## src/rtl/sysrr_pkg.sv

```systemverilog
package sysrr_pkg;
  localparam int TGT_N     = 4;
  localparam int TGT_W     = $clog2(TGT_N);
  localparam int T_SYS     = 0;
  localparam int T_TICK_NS = 1;
  localparam int T_TICK_S  = 2;
  localparam int T_RAS     = 3;

  typedef struct packed {
    logic             hit;     // 0: default responder answers
    logic [TGT_W-1:0] idx;
    logic             secure;
    logic [11:0]      offset;
  } route_t;
endpackage

```

## src/rtl/sysrr_decode.sv

```systemverilog
module sysrr_decode
  import sysrr_pkg::*;
#(
  parameter bit          V8_EN      = 1'b1,
  parameter bit          RAS_EN     = 1'b1,
  parameter logic [19:0] SCS_PAGE   = 20'hE000E,
  parameter logic [19:0] ALIAS_PAGE = 20'hE002E,
  parameter logic [19:0] RAS_PAGE   = 20'hE0005,
  parameter logic [11:0] TICK_LO    = 12'h010,
  parameter logic [11:0] TICK_SPAN  = 12'h0E0
) (
  input  logic [31:0] addr,
  input  logic        secure,
  output route_t      rt
);
  localparam logic [11:0] TICK_HI = TICK_LO + TICK_SPAN;

  logic [11:0] off;
  logic        main_hit, alias_hit, ras_hit, tick_hit, eff_sec;

  assign off      = addr[11:0];
  assign main_hit = (addr[31:12] == SCS_PAGE);

  generate
    if (V8_EN) begin : g_alias
      assign alias_hit = (addr[31:12] == ALIAS_PAGE);
    end else begin : g_no_alias
      assign alias_hit = 1'b0;
    end
    if (RAS_EN) begin : g_ras
      assign ras_hit = (addr[31:12] == RAS_PAGE);
    end else begin : g_no_ras
      assign ras_hit = 1'b0;
    end
  endgenerate

  assign tick_hit = (main_hit || alias_hit) && (off >= TICK_LO) && (off < TICK_HI);
  assign eff_sec  = secure && !alias_hit;

  always_comb begin
    rt        = '0;
    rt.secure = secure;
    rt.offset = off;
    if (main_hit || (alias_hit && secure)) begin
      rt.hit    = 1'b1;
      rt.secure = eff_sec;
      if (tick_hit) begin
        rt.idx    = eff_sec ? TGT_W'(T_TICK_S) : TGT_W'(T_TICK_NS);
        rt.offset = off - TICK_LO;
      end else begin
        rt.idx = TGT_W'(T_SYS);
      end
    end else if (ras_hit) begin
      rt.hit = 1'b1;
      rt.idx = TGT_W'(T_RAS);
    end
  end
endmodule

```

## src/rtl/sysrr_resp.sv

```systemverilog
module sysrr_resp
  import sysrr_pkg::*;
#(
  parameter int DW = 32
) (
  input  logic              clk,
  input  logic              rst_n,
  input  logic              fire,
  input  logic              hit,
  input  logic [TGT_W-1:0]  idx,
  input  logic              write,
  input  logic              user,
  input  logic [TGT_N*DW-1:0] tgt_rdata,
  input  logic [TGT_N-1:0]  tgt_err,
  input  logic              rsp_ready,
  output logic              rsp_valid,
  output logic [DW-1:0]     rsp_rdata,
  output logic              rsp_err
);
  logic [DW-1:0] rd_arr [TGT_N];

  generate
    for (genvar i = 0; i < TGT_N; i++) begin : g_unpack
      assign rd_arr[i] = tgt_rdata[i*DW +: DW];
    end
  endgenerate

  always_ff @(posedge clk) begin
    if (!rst_n) begin
      rsp_valid <= 1'b0;
      rsp_rdata <= '0;
      rsp_err   <= 1'b0;
    end else if (fire) begin
      rsp_valid <= 1'b1;
      rsp_rdata <= (hit && !write) ? rd_arr[idx] : '0;
      rsp_err   <= hit ? tgt_err[idx] : user;
    end else if (rsp_ready) begin
      rsp_valid <= 1'b0;
    end
  end
endmodule

```

## src/rtl/sysrr_region_router.sv

```systemverilog
module sysrr_region_router
  import sysrr_pkg::*;
#(
  parameter int DW     = 32,
  parameter bit V8_EN  = 1'b1,
  parameter bit RAS_EN = 1'b1
) (
  input  logic                clk,
  input  logic                rst_n,
  input  logic                req_valid,
  output logic                req_ready,
  input  logic [31:0]         req_addr,
  input  logic [1:0]          req_size,
  input  logic                req_write,
  input  logic [DW-1:0]       req_wdata,
  input  logic                req_secure,
  input  logic                req_user,
  output logic [TGT_N-1:0]    tgt_sel,
  output logic [11:0]         tgt_offset,
  output logic [1:0]          tgt_size,
  output logic                tgt_write,
  output logic [DW-1:0]       tgt_wdata,
  output logic                tgt_secure,
  output logic                tgt_user,
  input  logic [TGT_N*DW-1:0] tgt_rdata,
  input  logic [TGT_N-1:0]    tgt_err,
  output logic                rsp_valid,
  input  logic                rsp_ready,
  output logic [DW-1:0]       rsp_rdata,
  output logic                rsp_err
);
  route_t rt;
  logic   fire;

  sysrr_decode #(.V8_EN(V8_EN), .RAS_EN(RAS_EN)) u_dec (
    .addr   (req_addr),
    .secure (req_secure),
    .rt     (rt)
  );

  assign req_ready = !rsp_valid || rsp_ready;
  assign fire      = req_valid && req_ready;

  generate
    for (genvar i = 0; i < TGT_N; i++) begin : g_sel
      assign tgt_sel[i] = fire && rt.hit && (rt.idx == TGT_W'(i));
    end
  endgenerate

  assign tgt_offset = rt.offset;
  assign tgt_secure = rt.secure;
  assign tgt_size   = req_size;
  assign tgt_write  = req_write;
  assign tgt_wdata  = req_wdata;
  assign tgt_user   = req_user;

  sysrr_resp #(.DW(DW)) u_rsp (
    .clk       (clk),
    .rst_n     (rst_n),
    .fire      (fire),
    .hit       (rt.hit),
    .idx       (rt.idx),
    .write     (req_write),
    .user      (req_user),
    .tgt_rdata (tgt_rdata),
    .tgt_err   (tgt_err),
    .rsp_ready (rsp_ready),
    .rsp_valid (rsp_valid),
    .rsp_rdata (rsp_rdata),
    .rsp_err   (rsp_err)
  );
endmodule

```

## config.mk

```make
export PLATFORM = sky130hd
export DESIGN_NAME = sysrr_region_router
export DESIGN_NICKNAME = d
export VERILOG_FILES = /design/src/rtl/sysrr_pkg.sv /design/src/rtl/sysrr_decode.sv /design/src/rtl/sysrr_resp.sv /design/src/rtl/sysrr_region_router.sv
export SDC_FILE = /design/constraint.sdc
export NUM_CORES = 1
export LEC_CHECK = 0
export ABC_AREA = 1
export CORE_AREA = 4 4 113 115
export DETAILED_ROUTE_END_ITERATION = 6
export DIE_AREA = 0 0 117 119
export GPL_TIMING_DRIVEN = 0
export PLACE_DENSITY = 0.73
export SYNTH_ARGS = -nofsm -noshare
export SYNTH_HDL_FRONTEND = slang
export SYNTH_SLANG_ARGS = --single-unit
```

## constraint.sdc

```tcl
create_clock -name clk -period 3 [get_ports clk]
set_input_delay 0.6 -clock clk [delete_from_list [all_inputs] [get_ports clk]]
set_output_delay 0.6 -clock clk [all_outputs]
set_load 0.03 [all_outputs]
```

==> results by group <==
STA
  • Setup violations, final: 0
  • Pins Over Slew Limit: 0
  • Clk_skew: 0.00660 ns
  • Final period util: 96.4%
  • Slew HR: 51.9%
  • Tmin final: 2.89 ns
  • Max Freq: 346 MHz
  • Hold Fails Final Rpt: 0
  • WHS: 0.464 ns
  • Tightest Pin Transition: 0.721 ns
  • Worst Slack Setup Final: 0.109 ns

Power and ir drop
  • Clk pwr share: 35.5%
  • PwrDens: 234 mW/mm²
  • Switch Pwr: 0.395 mW
  • Logic pwr share: 33.9%
  • Sw Share: 26.6%
  • P_leak: 2.79 nW
  • Int Pwr: 1.09 mW
  • Register share of total power: 30.6%
  • Peak VDD IR: 0.184 mV

Placed design
  • HPWL Detailed: 10.8 mm
  • RD Place Congestion: 0.794
  • PortBufs: 258
  • Dpl ws: -0.857 ns

Detailed routing
  • Initial DRC Count: 138
  • Routed WL: 13.3 mm
  • Vias per cell: 4.34
  • WL/cell: 13.9 µm
  • DR vias: 4,147
  • Drc violations: 0
  • Routed Antenna Nets: 0
  • Pre-antenna DRT Iters: 4

Clocking
  • Clock Path Buffers: 2
  • H-tree depth: 2
  • Clk sink count: 34
  • Reg clk slew, reported paths: 0.06 ns
  • CTS Buf Count: 5
  • CTS tree: done
  • Worst-skew pair later-pin latency: 0.28 ns
  • Root buffer cell: clkbuf_16

Setup path
  • Cell depth of the worst setup path: 12
  • CP startpoint: req_addr[16]
  • Worst setup SP type: input port
  • R2r startpoint: u_rsp.rsp_valid
  • FF-to-FF path depth: 8
  • R2r endpoint: u_rsp.rsp_rdata[10]
  • Worst-path fanout max: 4
  • Max incr delay on CP: 0.40 ns
  • CP Capture Type: output pin
  • Slowest stage cell, crit path: clkdlybuf4s50_1
  • Delay-heaviest family, CP: simple AND/OR/NAND/NOR gates
  • R2r setup slk: 1.32 ns
  • Bufs and invs on worst path: 3
  • WP data required: 2.40 ns
  • CP Data Arrival Time: 2.29 ns
  • Crit-path cells: clkdlybuf4s50_1, nor2_1, nand2_2, nor2_2, nand4_1, nand2_4, nand2_4, inv_2, nand3_2, or2_4, nand2_2, buf_6
  • Setup crit end: tgt_offset[11]
  • Worst Setup Path Type: in -> out

Status
  • Status: completed

Synthesis
  • Sequential share of the synthesized area: 20.9%
  • Synth cell types: 33
  • Post-Syn Nets: 741
  • Syn. warnings: 0
  • Mapped Cells: 533
  • Post-synthesis average cell area: 6.12 µm²
  • Mapped cell area: 0.00326 mm²
  • Seq cells post-synth: 34

Global routing
  • First-pass GRT wire length: 20.1 mm
  • Vias in the first global route: 4,055
  • Largest net degree at the start of global routing: 12
  • Initial antenna violation count: 0
  • Grt ovf: 0
  • GRT Resource Usage Total: 18.0%

Die
  • IO Pins: 293
  • Starting Density: 27.6%
  • Cell row count: 40
  • Chip height: 119 µm
  • Core area: 0.0118 mm²
  • Die width: 117 µm
  • Die area: 0.0139 mm²

Cells and area
  • Area Overhead vs Synth: 94.7%
  • N_diodes: 0
  • Layout Nets: 1,015
  • Ratio of cells with drive above 1 in the final layout: 22.4%

Worst hold path
  • Min-delay worst type: reg -> reg
  • Worst hold start: u_rsp.rsp_rdata[25]

Job
  • # Max-Cap Violations: 0
[final cells by class]
class,instances,area [µm²]
inverters,60,228
repair buffers,268,2670
well taps,147,184
plain buffers,63,477
flip-flops and latches,34,681
clock inverters,2,12.5
fillers,1149,5460
clock buffers,6,139
multi-input cells,375,1960
[power by group through the flow]
stage / Combinational [mW] / Clock, mW / Sequential (mW)
4_1_cts: 0.506 / 0.539 / 0.455
5_1_grt: 0.538 / 0.565 / 0.454
3_5_place_dp: 0.504 / 0 / 0.464
3_3_place_gp: 0.503 / 0 / 0.464
2_1_floorplan: 0.180 / 0 / 0.468
6_report: 0.503 / 0.526 / 0.455
[per-layer routing]
| metal | wire length (µm) | part of all wire, % | global-route usage [%] | vias up |
|---|---|---|---|---|
| met4 | 102 | 0.77 | 2.65 | 0 |
| met1 | 5090 | 38 | 20.8 | 1803 |
| met3 | 1400 | 11 | 6.20 | 8 |
| li1 | - | - | - | 2160 |
| met2 | 6670 | 50 | 32.3 | 176 |
| met5 | 0 | 0 | 0 | - |
[cell usage after synthesis]
library cell,number,area share [%]
nand2_1,194,22
nand3_1,66,10
inv_1,56,6.4
buf_4,41,9.4
dfxtp_1,34,21
nand2_2,29,5.6
a21oi_2,28,7.5
nor2_1,22,2.5
buf_2,8,1.2
a21oi_1,6,0.92
clkbuf_1,6,0.69
nand3_2,6,1.8
buf_1,3,0.35
buf_12,3,1.8
buf_6,3,1.0
ha_1,3,1.2
nand4_1,3,0.58
nor2_2,3,0.58
o21ai_0,3,0.46
clkinv_1,2,0.23
xor2_1,2,0.54
a21oi_4,1,0.50
clkinv_2,1,0.15
inv_2,1,0.12
nand2_4,1,0.35
nand3_4,1,0.54
nand3b_1,1,0.23
nor2_4,1,0.35
nor2_8,1,0.61
nor3_1,1,0.15
nor3_2,1,0.31
o211ai_1,1,0.23
or2_2,1,0.19
[through the flow]
stage	total power, mW	utilization (%)	cells	cell area (µm²)	TNS, ns
after global placement	0.967	51.0	938	6030	-6.71
after floorplan	0.648	-	533	3260	0
after detailed placement	0.969	51.0	938	6030	-6.81
after global routing	1.56	53.8	955	6350	-0.0489
after CTS	1.50	52.9	951	6250	0
final	1.48	53.8	955	6350	0
[sequential cells by signal (all words and copies together), names as in the netlist]
signal	count
u_rsp.rsp_rdata	32
u_rsp.rsp_err	1
u_rsp.rsp_valid	1
[worst reg2reg max path, stage by stage, from the launching register on]
cell and delay (ns):
dfxtp_1 0.32, nand2_1 0.15, nand2_2 0.18, inv_1 0.13, nand2_1 0.11, nor2_2 0.21, buf_2 0.28, nand2_1 0.10
a21oi_2 0.12
[worst min path at each step]
stage | end | slack, ns | cells after the start
final | u_rsp.rsp_rdata[25] | 0.46 | 2
after global routing | u_rsp.rsp_rdata[25] | 0.48 | 2
after CTS | u_rsp.rsp_rdata[24] | 0.47 | 2
after detailed placement | u_rsp.rsp_rdata[24] | 0.46 | 2
after global placement | u_rsp.rsp_rdata[25] | 0.45 | 2
after floorplan | u_rsp.rsp_err | 0.59 | 2
[cell usage in the layout (no fill, tap or decap), types with 4 or more instances in the layout]
master / Yosys / final
nand3_1: 66 / 64
nor2_4: 1 / 4
clkbuf_16: 0 / 5
clkbuf_1: 6 / 5
clkdlybuf4s50_1: 0 / 232
dlygate4sd2_1: 0 / 5
dlymetal6s2s_1: 0 / 11
buf_4: 41 / 51
dfxtp_1: 34 / 34
buf_6: 3 / 5
nor2_1: 22 / 18
a21oi_2: 28 / 28
a21oi_1: 6 / 6
nand2_2: 29 / 38
inv_2: 1 / 6
nor2_2: 3 / 4
buf_2: 8 / 10
inv_1: 56 / 51
nand3_2: 6 / 7
nand2_1: 194 / 183
[cell families (layout without fill, tap and decap cells)]
logic type	count (synthesis)	in the layout	synth area share, %
and+or+nand+nor	331	331	46.3
buffers and inverters	124	399	21.5
xor gates and xnor gates	2	2	0.537
AOI/OAI and AO/OA	39	39	9.63
adders and majority gates	3	3	1.15
DFF	34	34	20.9
[timing repair]
item	CTS	global route
endpoints found under the setup margin	12	13
resized for setup	59	39
pin swaps	9	17
hold buffers	0	0
setup buffers	6	4
Power figures use the tool's default switching activity.
